## src/rtl/psw_pkg.sv

```systemverilog
package psw_pkg;
  // modulus request driven towards the dual-modulus prescaler
  typedef enum logic {
    MOD_BASE = 1'b0,   // divide by P
    MOD_PLUS = 1'b1    // divide by P+1
  } mod_req_e;

  localparam int MIN_MAIN_COUNT = 4;
endpackage

```

## src/rtl/psw_cfg_shadow.sv

```systemverilog
// Holds the active and pending division settings; pending values are
// promoted only on a cycle boundary.
module psw_cfg_shadow #(
  parameter int MAIN_W   = 11,
  parameter int SWAL_W   = 7,
  parameter int DEF_MAIN = 4,
  parameter int DEF_SWAL = 0
) (
  input  logic              clk,
  input  logic              rst,
  input  logic              load,
  input  logic [MAIN_W-1:0] main_in,
  input  logic [SWAL_W-1:0] swal_in,
  input  logic              boundary,
  output logic [MAIN_W-1:0] nxt_main,
  output logic [SWAL_W-1:0] nxt_swal,
  output logic [MAIN_W-1:0] act_main,
  output logic [SWAL_W-1:0] act_swal
);
  logic              pend_vld;
  logic [MAIN_W-1:0] pend_main;
  logic [SWAL_W-1:0] pend_swal;

  // value the counters take if this edge is a boundary; a strobe on the
  // boundary edge itself wins over an older pending value
  always_comb begin
    if (load) begin
      nxt_main = main_in;
      nxt_swal = swal_in;
    end else if (pend_vld) begin
      nxt_main = pend_main;
      nxt_swal = pend_swal;
    end else begin
      nxt_main = act_main;
      nxt_swal = act_swal;
    end
  end

  always_ff @(posedge clk) begin
    if (rst) begin
      act_main  <= MAIN_W'(DEF_MAIN);
      act_swal  <= SWAL_W'(DEF_SWAL);
      pend_main <= '0;
      pend_swal <= '0;
      pend_vld  <= 1'b0;
    end else if (boundary) begin
      act_main <= nxt_main;
      act_swal <= nxt_swal;
      pend_vld <= 1'b0;
    end else if (load) begin
      pend_main <= main_in;
      pend_swal <= swal_in;
      pend_vld  <= 1'b1;
    end
  end
endmodule

```

## src/rtl/psw_main_ctr.sv

```systemverilog
// Main counter: steps on every prescaler pulse, flags the last period.
module psw_main_ctr #(
  parameter int MAIN_W   = 11,
  parameter int DEF_MAIN = 4
) (
  input  logic              clk,
  input  logic              rst,
  input  logic [MAIN_W-1:0] reload_val,
  output logic              expire,
  output logic [MAIN_W-1:0] main_rem
);
  assign expire = (main_rem == MAIN_W'(1));

  always_ff @(posedge clk) begin
    if (rst)         main_rem <= MAIN_W'(DEF_MAIN);
    else if (expire) main_rem <= reload_val;
    else             main_rem <= main_rem - MAIN_W'(1);
  end
endmodule

```

## src/rtl/psw_swal_ctr.sv

```systemverilog
// Swallow counter: steps only while P+1 is requested; the request is
// registered from the counter's next value so it is ready for the period.
module psw_swal_ctr
  import psw_pkg::*;
#(
  parameter int SWAL_W   = 7,
  parameter int DEF_SWAL = 0
) (
  input  logic              clk,
  input  logic              rst,
  input  logic              boundary,
  input  logic [SWAL_W-1:0] reload_val,
  output logic [SWAL_W-1:0] swal_rem,
  output mod_req_e          mod_q
);
  logic [SWAL_W-1:0] swal_d;

  always_comb begin
    if (boundary)                 swal_d = reload_val;
    else if (swal_rem != '0)      swal_d = swal_rem - SWAL_W'(1);
    else                          swal_d = '0;
  end

  always_ff @(posedge clk) begin
    if (rst) begin
      swal_rem <= SWAL_W'(DEF_SWAL);
      mod_q    <= (DEF_SWAL != 0) ? MOD_PLUS : MOD_BASE;
    end else begin
      swal_rem <= swal_d;
      mod_q    <= (swal_d != '0) ? MOD_PLUS : MOD_BASE;
    end
  end
endmodule

```

## src/rtl/psw_divider.sv

```systemverilog
// Pulse-swallow divider top: total ratio P*SM + SS seen at prescaler input.
module psw_divider
  import psw_pkg::*;
#(
  parameter int MAIN_W   = 11,
  parameter int SWAL_W   = 7,
  parameter int DEF_MAIN = MIN_MAIN_COUNT,
  parameter int DEF_SWAL = 0
) (
  input  logic              clk_pre,
  input  logic              rst,
  input  logic              cfg_load,
  input  logic [MAIN_W-1:0] cfg_main,
  input  logic [SWAL_W-1:0] cfg_swal,
  output logic              mod_plus,
  output logic              div_pulse
);
  logic              expire;
  logic [MAIN_W-1:0] nxt_main, act_main, main_rem;
  logic [SWAL_W-1:0] nxt_swal, act_swal, swal_rem;
  mod_req_e          mod_q;

  psw_cfg_shadow #(
    .MAIN_W(MAIN_W), .SWAL_W(SWAL_W), .DEF_MAIN(DEF_MAIN), .DEF_SWAL(DEF_SWAL)
  ) u_shadow (
    .clk(clk_pre), .rst(rst), .load(cfg_load),
    .main_in(cfg_main), .swal_in(cfg_swal), .boundary(expire),
    .nxt_main(nxt_main), .nxt_swal(nxt_swal),
    .act_main(act_main), .act_swal(act_swal)
  );

  psw_main_ctr #(.MAIN_W(MAIN_W), .DEF_MAIN(DEF_MAIN)) u_main (
    .clk(clk_pre), .rst(rst), .reload_val(nxt_main),
    .expire(expire), .main_rem(main_rem)
  );

  psw_swal_ctr #(.SWAL_W(SWAL_W), .DEF_SWAL(DEF_SWAL)) u_swal (
    .clk(clk_pre), .rst(rst), .boundary(expire), .reload_val(nxt_swal),
    .swal_rem(swal_rem), .mod_q(mod_q)
  );

  // output pulse registered on the reload edge
  always_ff @(posedge clk_pre) begin
    if (rst) div_pulse <= 1'b0;
    else     div_pulse <= expire;
  end

  assign mod_plus = (mod_q == MOD_PLUS);
endmodule

```

## config.mk

```make
export PLATFORM = sky130hd
export DESIGN_NAME = psw_divider
export DESIGN_NICKNAME = d
export VERILOG_FILES = /design/src/rtl/psw_pkg.sv /design/src/rtl/psw_cfg_shadow.sv /design/src/rtl/psw_main_ctr.sv /design/src/rtl/psw_swal_ctr.sv /design/src/rtl/psw_divider.sv
export SDC_FILE = /design/constraint.sdc
export NUM_CORES = 1
export LEC_CHECK = 0
export ABC_AREA = 1
export BUFFER_PORTS_ARGS = -buffer_cell sky130_fd_sc_hd__buf_2
export CAP_MARGIN = 20
export CORE_MARGIN = 1.5
export CORE_UTILIZATION = 45
export CTS_CLUSTER_DIAMETER = 50
export CTS_CLUSTER_SIZE = 20
export DETAILED_ROUTE_END_ITERATION = 16
export GPL_TIMING_DRIVEN = 0
export PLACE_DENSITY = 0.62
export SLEW_MARGIN = 20
export SYNTH_ARGS = -nofsm -noshare
export SYNTH_HDL_FRONTEND = slang
export SYNTH_SLANG_ARGS = --single-unit
```

## constraint.sdc

```tcl
create_clock -name clk_pre -period 1.9 [get_ports clk_pre]
set_clock_uncertainty 0.15 [all_clocks]
set_input_delay 0.095 -clock clk_pre [delete_from_list [all_inputs] [get_ports clk_pre]]
set_output_delay 0.095 -clock clk_pre [all_outputs]
set_load 0.01 [all_outputs]
```

# Word-level counts from Yosys, hierarchy flattened
# Cells that the tools add are included.
# word_totals
output_inout_bits	2
wordCells	25
regBits	57
# classes
bitwise	1
n_mux	8
n_reduce_logical	4
add_sub_neg	2
eq_ne	1
# op_table
operator	count
$mux 11	3
$mux 7	4
$reduce_bool 7->1	2
$eq 11x1->1 const B	1
$sub 11x1->11 const B	1
$sub 7x1->7 const B	1
$reduce_and 2->1	1
$reduce_or 2->1	1
$mux 1	1
$not 1->1	1

# Longest topological paths before layout
# depth
word_depth	5
mapped_depth	12
depth_no_buf	12

# By module
# Synthesis repeated with hierarchy kept, for this count alone.
# hier_totals
cells_unflattened	462
area_unflattened_um2	3158.0
# by_module_without_submodules
module	cells_per_inst	area_each_um2	instances	seq_area_each_um2
psw_cfg_shadow	257	1873.0	1	740.7
psw_main_ctr	117	724.4	1	220.2
psw_swal_ctr	85	530.5	1	160.2
psw_divider	3	30.0	1	20.0

# Worst setup path before layout
# OpenSTA, ideal clock, no wires.
# synth_path
path_kind	reg-to-reg
from	register u_main.main_rem[1]
to	register u_swal.mod_q
setup_time_ns	0.128
path_buffers	0
t_arrival_ns	1.271
t_required_ns	1.622
path_stages_with_launch	10
path_slack_ns	0.351
path_cell_list	dfxtp_1 inv_1 ha_1 nand3_1 nor2_4 nor2_1 a21oi_1 nand2_1 nor2_1 nor2_1
# synth_between
elab_chain_len	4
# synth_rtl
element	line_no	source
start: declaration	psw_main_ctr.sv:10	output logic [MAIN_W-1:0] main_rem
start signal: assignment	psw_main_ctr.sv:15	if (rst) main_rem <= MAIN_W'(DEF_MAIN);
start signal: assignment	psw_main_ctr.sv:16	else if (expire) main_rem <= reload_val;
start signal: assignment	psw_main_ctr.sv:17	else main_rem <= main_rem - MAIN_W'(1);
$eq 11x1->1	psw_main_ctr.sv:12	assign expire = (main_rem == MAIN_W'(1));
$mux 7	psw_swal_ctr.sv:19	if (boundary) swal_d = reload_val;
$reduce_bool 7->1	psw_swal_ctr.sv:30	mod_q <= (swal_d != '0) ? MOD_PLUS : MOD_BASE;
$mux 1	psw_swal_ctr.sv:30	
end signal: assignment	psw_swal_ctr.sv:27	mod_q <= (DEF_SWAL != 0) ? MOD_PLUS : MOD_BASE;
end signal: assignment	psw_swal_ctr.sv:30	
end: declaration	psw_swal_ctr.sv:14	output mod_req_e mod_q
# No other way between the ends.
# A chain may end at the register's enable or synchronous reset.

# Final worst setup path
# layout_path
from	register u_main.main_rem[0]
to	register u_shadow.pend_swal[0]
# layout_between
elab_chain_len	3
# layout_rtl
element	line_no	source
$eq 11x1->1	psw_main_ctr.sv:12	
$not 1->1 (no source line)	-	
$reduce_and 2->1 (no source line)	-	
end signal: assignment	psw_cfg_shadow.sv:52	pend_swal <= swal_in;
end: declaration	psw_cfg_shadow.sv:22	logic [SWAL_W-1:0] pend_swal;
# No other way between the ends.

==> metrics.md <==
| Metric | Value |
|---|---|
| Max Buffers Root-to-Sink | `2` |
| Pwr Total | `4.21 mW` |
| Wirelength, routed | `6460 um` |
| Syn_nets | `394` |
| First-pass GRT wire length | `11,100 um` |
| Fraction of layout cells with a size suffix above 1 | `16.7%` |
| Run status | `finished clean` |
| Fin. max-slew vios | `0` |
| Post-route clock period utilization | `93.0%` |
| DP Area | `2850 um^2` |
| Worst Setup Path Type | `flop to flop` |
| Synth top area cells | `dfxtp_1, nand2_1, a21oi_1, nor2_1, o21ai_0` |
| Crit path DAT | `1.80 ns` |
| Number of global-route vias before repair | `2,280` |
| Die Y | `79.8 um` |
| Port bufs | `21` |
| RSZ-0062 raised after global routing | `no` |
| Worst-path clk slew | `0.06 ns` |
| Initial Util | `47.3%` |
| Die area | `6370 um^2` |
| Initial DRC Count | `149` |
| Grt met3 use | `4.46%` |
| Most common cell on crit path | `buf_6` |
| Placed Cells | `462` |
| Inserted Clock Buffers | `9` |
| R2R Path End | `u_shadow.pend_swal[0]$_SDFFE_PP0P_` |
| Register area share after synthesis | `43.0%` |
| EDFF count, synth | `0` |
| Max Clk Rate | `566 MHz` |
| GRT overflow | `0` |
| Storage cell area | `1140 um^2` |
| Maximum VDD drop | `0.583 mV` |
| Crit-path leading delay family | `simple AND/OR/NAND/NOR gates` |
| Critical path's slowest cell | `dfxtp_2` |
| Most frequent cell after synthesis | `nand2_1` |
| GR met2 Demand/Resource | `34.7%` |
| # nets final | `447` |
| Crit start category | `flop` |
| Cells after Synth | `369` |
| Fill cells | `586` |
| I/O pin cnt | `23` |
| Total GRT Usage | `23.0%` |
| Final Hold Fails | `0` |
| Crit path largest cell delay | `0.38 ns` |
| Critical Path Sink Type | `flop` |
| Crit path time final | `1.77 ns` |
| R2r setup slk | `0.13 ns` |
| Clk Latency, worst-skew pair | `0.33 ns` |
| Fraction of registers with async set/reset | `0%` |
| Via count | `2,441` |
| Critical Path Source | `u_main.main_rem[0]$_SDFF_PP0_` |
| Pin count of the biggest net entering global routing | `11` |
| CP endpoint | `u_shadow.pend_swal[0]$_SDFFE_PP0P_` |
| Synth cell types | `30` |
| Area of the multi-input gates | `1340 um^2` |
| Sink Count | `57` |
| H-tree Lvls | `3` |
| Post-synthesis register bit count | `57` |
| Final setup fails | `0` |
| Least-Margin Pin Slew | `0.556 ns` |
| Area leader, netlist | `dfxtp_1` |
| ANT cells | `0` |
| Routed length per placed instance | `13.0 um` |
| Initial antenna violation count | `0` |
| GP Congestion | `0.780` |
| Hpwl dp | `4480 um` |
| Number of cells on the critical path | `9` |
| Synth warn | `0` |
| Pre-Repair DR Iteration Count | `4` |
| Final instance area | `3270 um^2` |
| Mapped Avg Cell Area | `7.20 um^2` |
| Crit path max fanout | `10` |
| Met1 usage | `32.1%` |
| Slew headroom | `62.9%` |
| Worst R2R Start | `u_main.main_rem[0]$_SDFF_PP0_` |
| # rows | `27` |
| Die X | `79.8 um` |
| Reg2reg path depth | `9` |
| Post-synth top area share | `43.0%` |
| Power Dens Cells | `1290 nW/um^2` |
| Leakage | `1.38 nW` |
| Max-cap viol count | `0` |
| CP bufs+invs | `3` |
| Number of remaining DRC errors | `0` |
| Final ANT Viol Nets | `0` |
| Crit-path cells | `ha_4, nand3_2, nor2_4, buf_6, nor2_2, buf_6, buf_6, nand2_1, a21oi_1` |
| WP data required | `1.94 ns` |
| Post-synth top cells | `nand2_1, dfxtp_1, nor2_1` |
| CTS tree | `built` |
| Fin cells | `498` |
| Vias per cell | `4.90` |
| Fin util | `58.3%` |
| Gr busiest metal | `met2` |
| Mapped cell area | `2660 um^2` |
| Placeable Area | `5610 um^2` |
| Top_reg_cell synth | `dfxtp_1` |
| Worst hold path type | `input pin to flop` |
| P&R area growth vs syn | `23.1%` |
| Root Buffer | `clkbuf_8` |
-- cells in the final DEF, fill, tap and decap left out, types with 2 or more instances in the layout --
cell type,instances
clkbuf_1,5
buf_6,5
buf_4,4
xor2_1,5
ha_1,3
o211ai_1,10
nand2_1,115
inv_2,4
dlygate4sd3_1,18
clkbuf_8,12
dfxtp_1,56
inv_1,20
a211oi_1,5
xnor2_1,3
a31oi_1,6
o21ai_0,17
nor2_1,39
nor2_2,5
a21oi_1,38
buf_2,26
nand3_2,2
nor2_4,3
nand4_1,2
nand3_1,9
-- metal layers --
| layer | up-vias | wire length (um) | share of wire [%] |
|---|---|---|---|
| met2 | 50 | 2790 | 43 |
| met5 | - | 0 | 0 |
| met3 | 7 | 275 | 4.3 |
| met1 | 1071 | 3310 | 51 |
| met4 | 0 | 88 | 1.4 |
| li1 | 1313 | - | - |
-- area by class of cell --
| type | instances | share of cell area [%] |
|---|---|---|
| plain buffers | 16 | 3.22 |
| clock buffers | 13 | 5.17 |
| clock inverters | 2 | 0.383 |
| inverters | 25 | 2.95 |
| multi-input cells | 271 | 41.0 |
| flip-flops and latches | 57 | 35.0 |
| well taps | 72 | 2.76 |
| repair buffers | 42 | 9.53 |
-- kinds of logic (layout without fill, tap and decap cells) --
family                   Yosys count  in the layout  share of synthesized area [%]
AO/OA/AOI/OAI                     80             80                           17.2
XOR/XNOR                           8              8                           2.64
AND/OR/NAND/NOR                  179            179                           27.9
buffers and inverters             41             98                           7.49
flip-flops                        57             57                           43.0
adder cells (fa/ha/maj)            4              4                           1.89
-- worst reg2reg max path, stage by stage (launching register included) --
cell and delay (ns):
dfxtp_2 0.38, ha_4 0.16, nand3_2 0.09, nor2_4 0.25, buf_6 0.14, nor2_2 0.04
buf_6 0.14, buf_6 0.15, nand2_1 0.06, a21oi_1 0.06
-- what timing repair did --
item / in CTS / in global routing
setup buffers: 0 / 3
hold buffers: 18 / 0
setup endpoints to repair: 11 / 23
resized for setup: 2 / 9
pin swaps: 1 / 1
hold endpoints to repair: 30 / 0
-- report_power, final --
part           total, mW  switching (mW)  internal, mW  leakage, nW
Sequential          1.59           0.154          1.44        0.467
Clock               1.04           0.467         0.571       0.0915
Combinational       1.59           0.973         0.613        0.818
Total               4.21            1.59          2.62         1.38
-- how the worst min path moves through the flow --
stage                start                            endpoint  slack [ns]  cells after the start
2_1_floorplan  cfg_main[6]  u_shadow.pend_main[6]$_SDFFE_PP0P_        0.09                      2
3_3_place_gp   cfg_swal[3]  u_shadow.pend_swal[3]$_SDFFE_PP0P_        0.21                      3
3_5_place_dp   cfg_swal[3]  u_shadow.pend_swal[3]$_SDFFE_PP0P_        0.22                      3
4_1_cts           cfg_load       u_main.main_rem[2]$_SDFF_PP1_        0.08                      4
5_1_grt           cfg_load       u_main.main_rem[2]$_SDFF_PP1_        0.13                      4
6_report          cfg_load       u_main.main_rem[2]$_SDFF_PP1_        0.09                      4
-- state kept, by name, summed over array words and instances, names as in the netlist --
register	count
div_pulse	1
u_shadow.act_swal	7
u_swal.mod_q	1
u_shadow.pend_swal	7
u_swal.swal_rem	7
u_shadow.pend_main	11
u_shadow.pend_vld	1
u_shadow.act_main	11
u_main.main_rem	11
-- stage by stage --
stage               hold slack [ns]   TNS [ns]  setup WS [ns]
finish                       0.0908          0          0.134
global route                  0.130          0        0.00577
CTS                          0.0832          0       0.000754
detailed placement            0.218  -0.000742      -0.000742
global placement              0.213          0         0.0123
floorplan                    0.0922          0          0.351
Power figures use the tool's default switching activity.
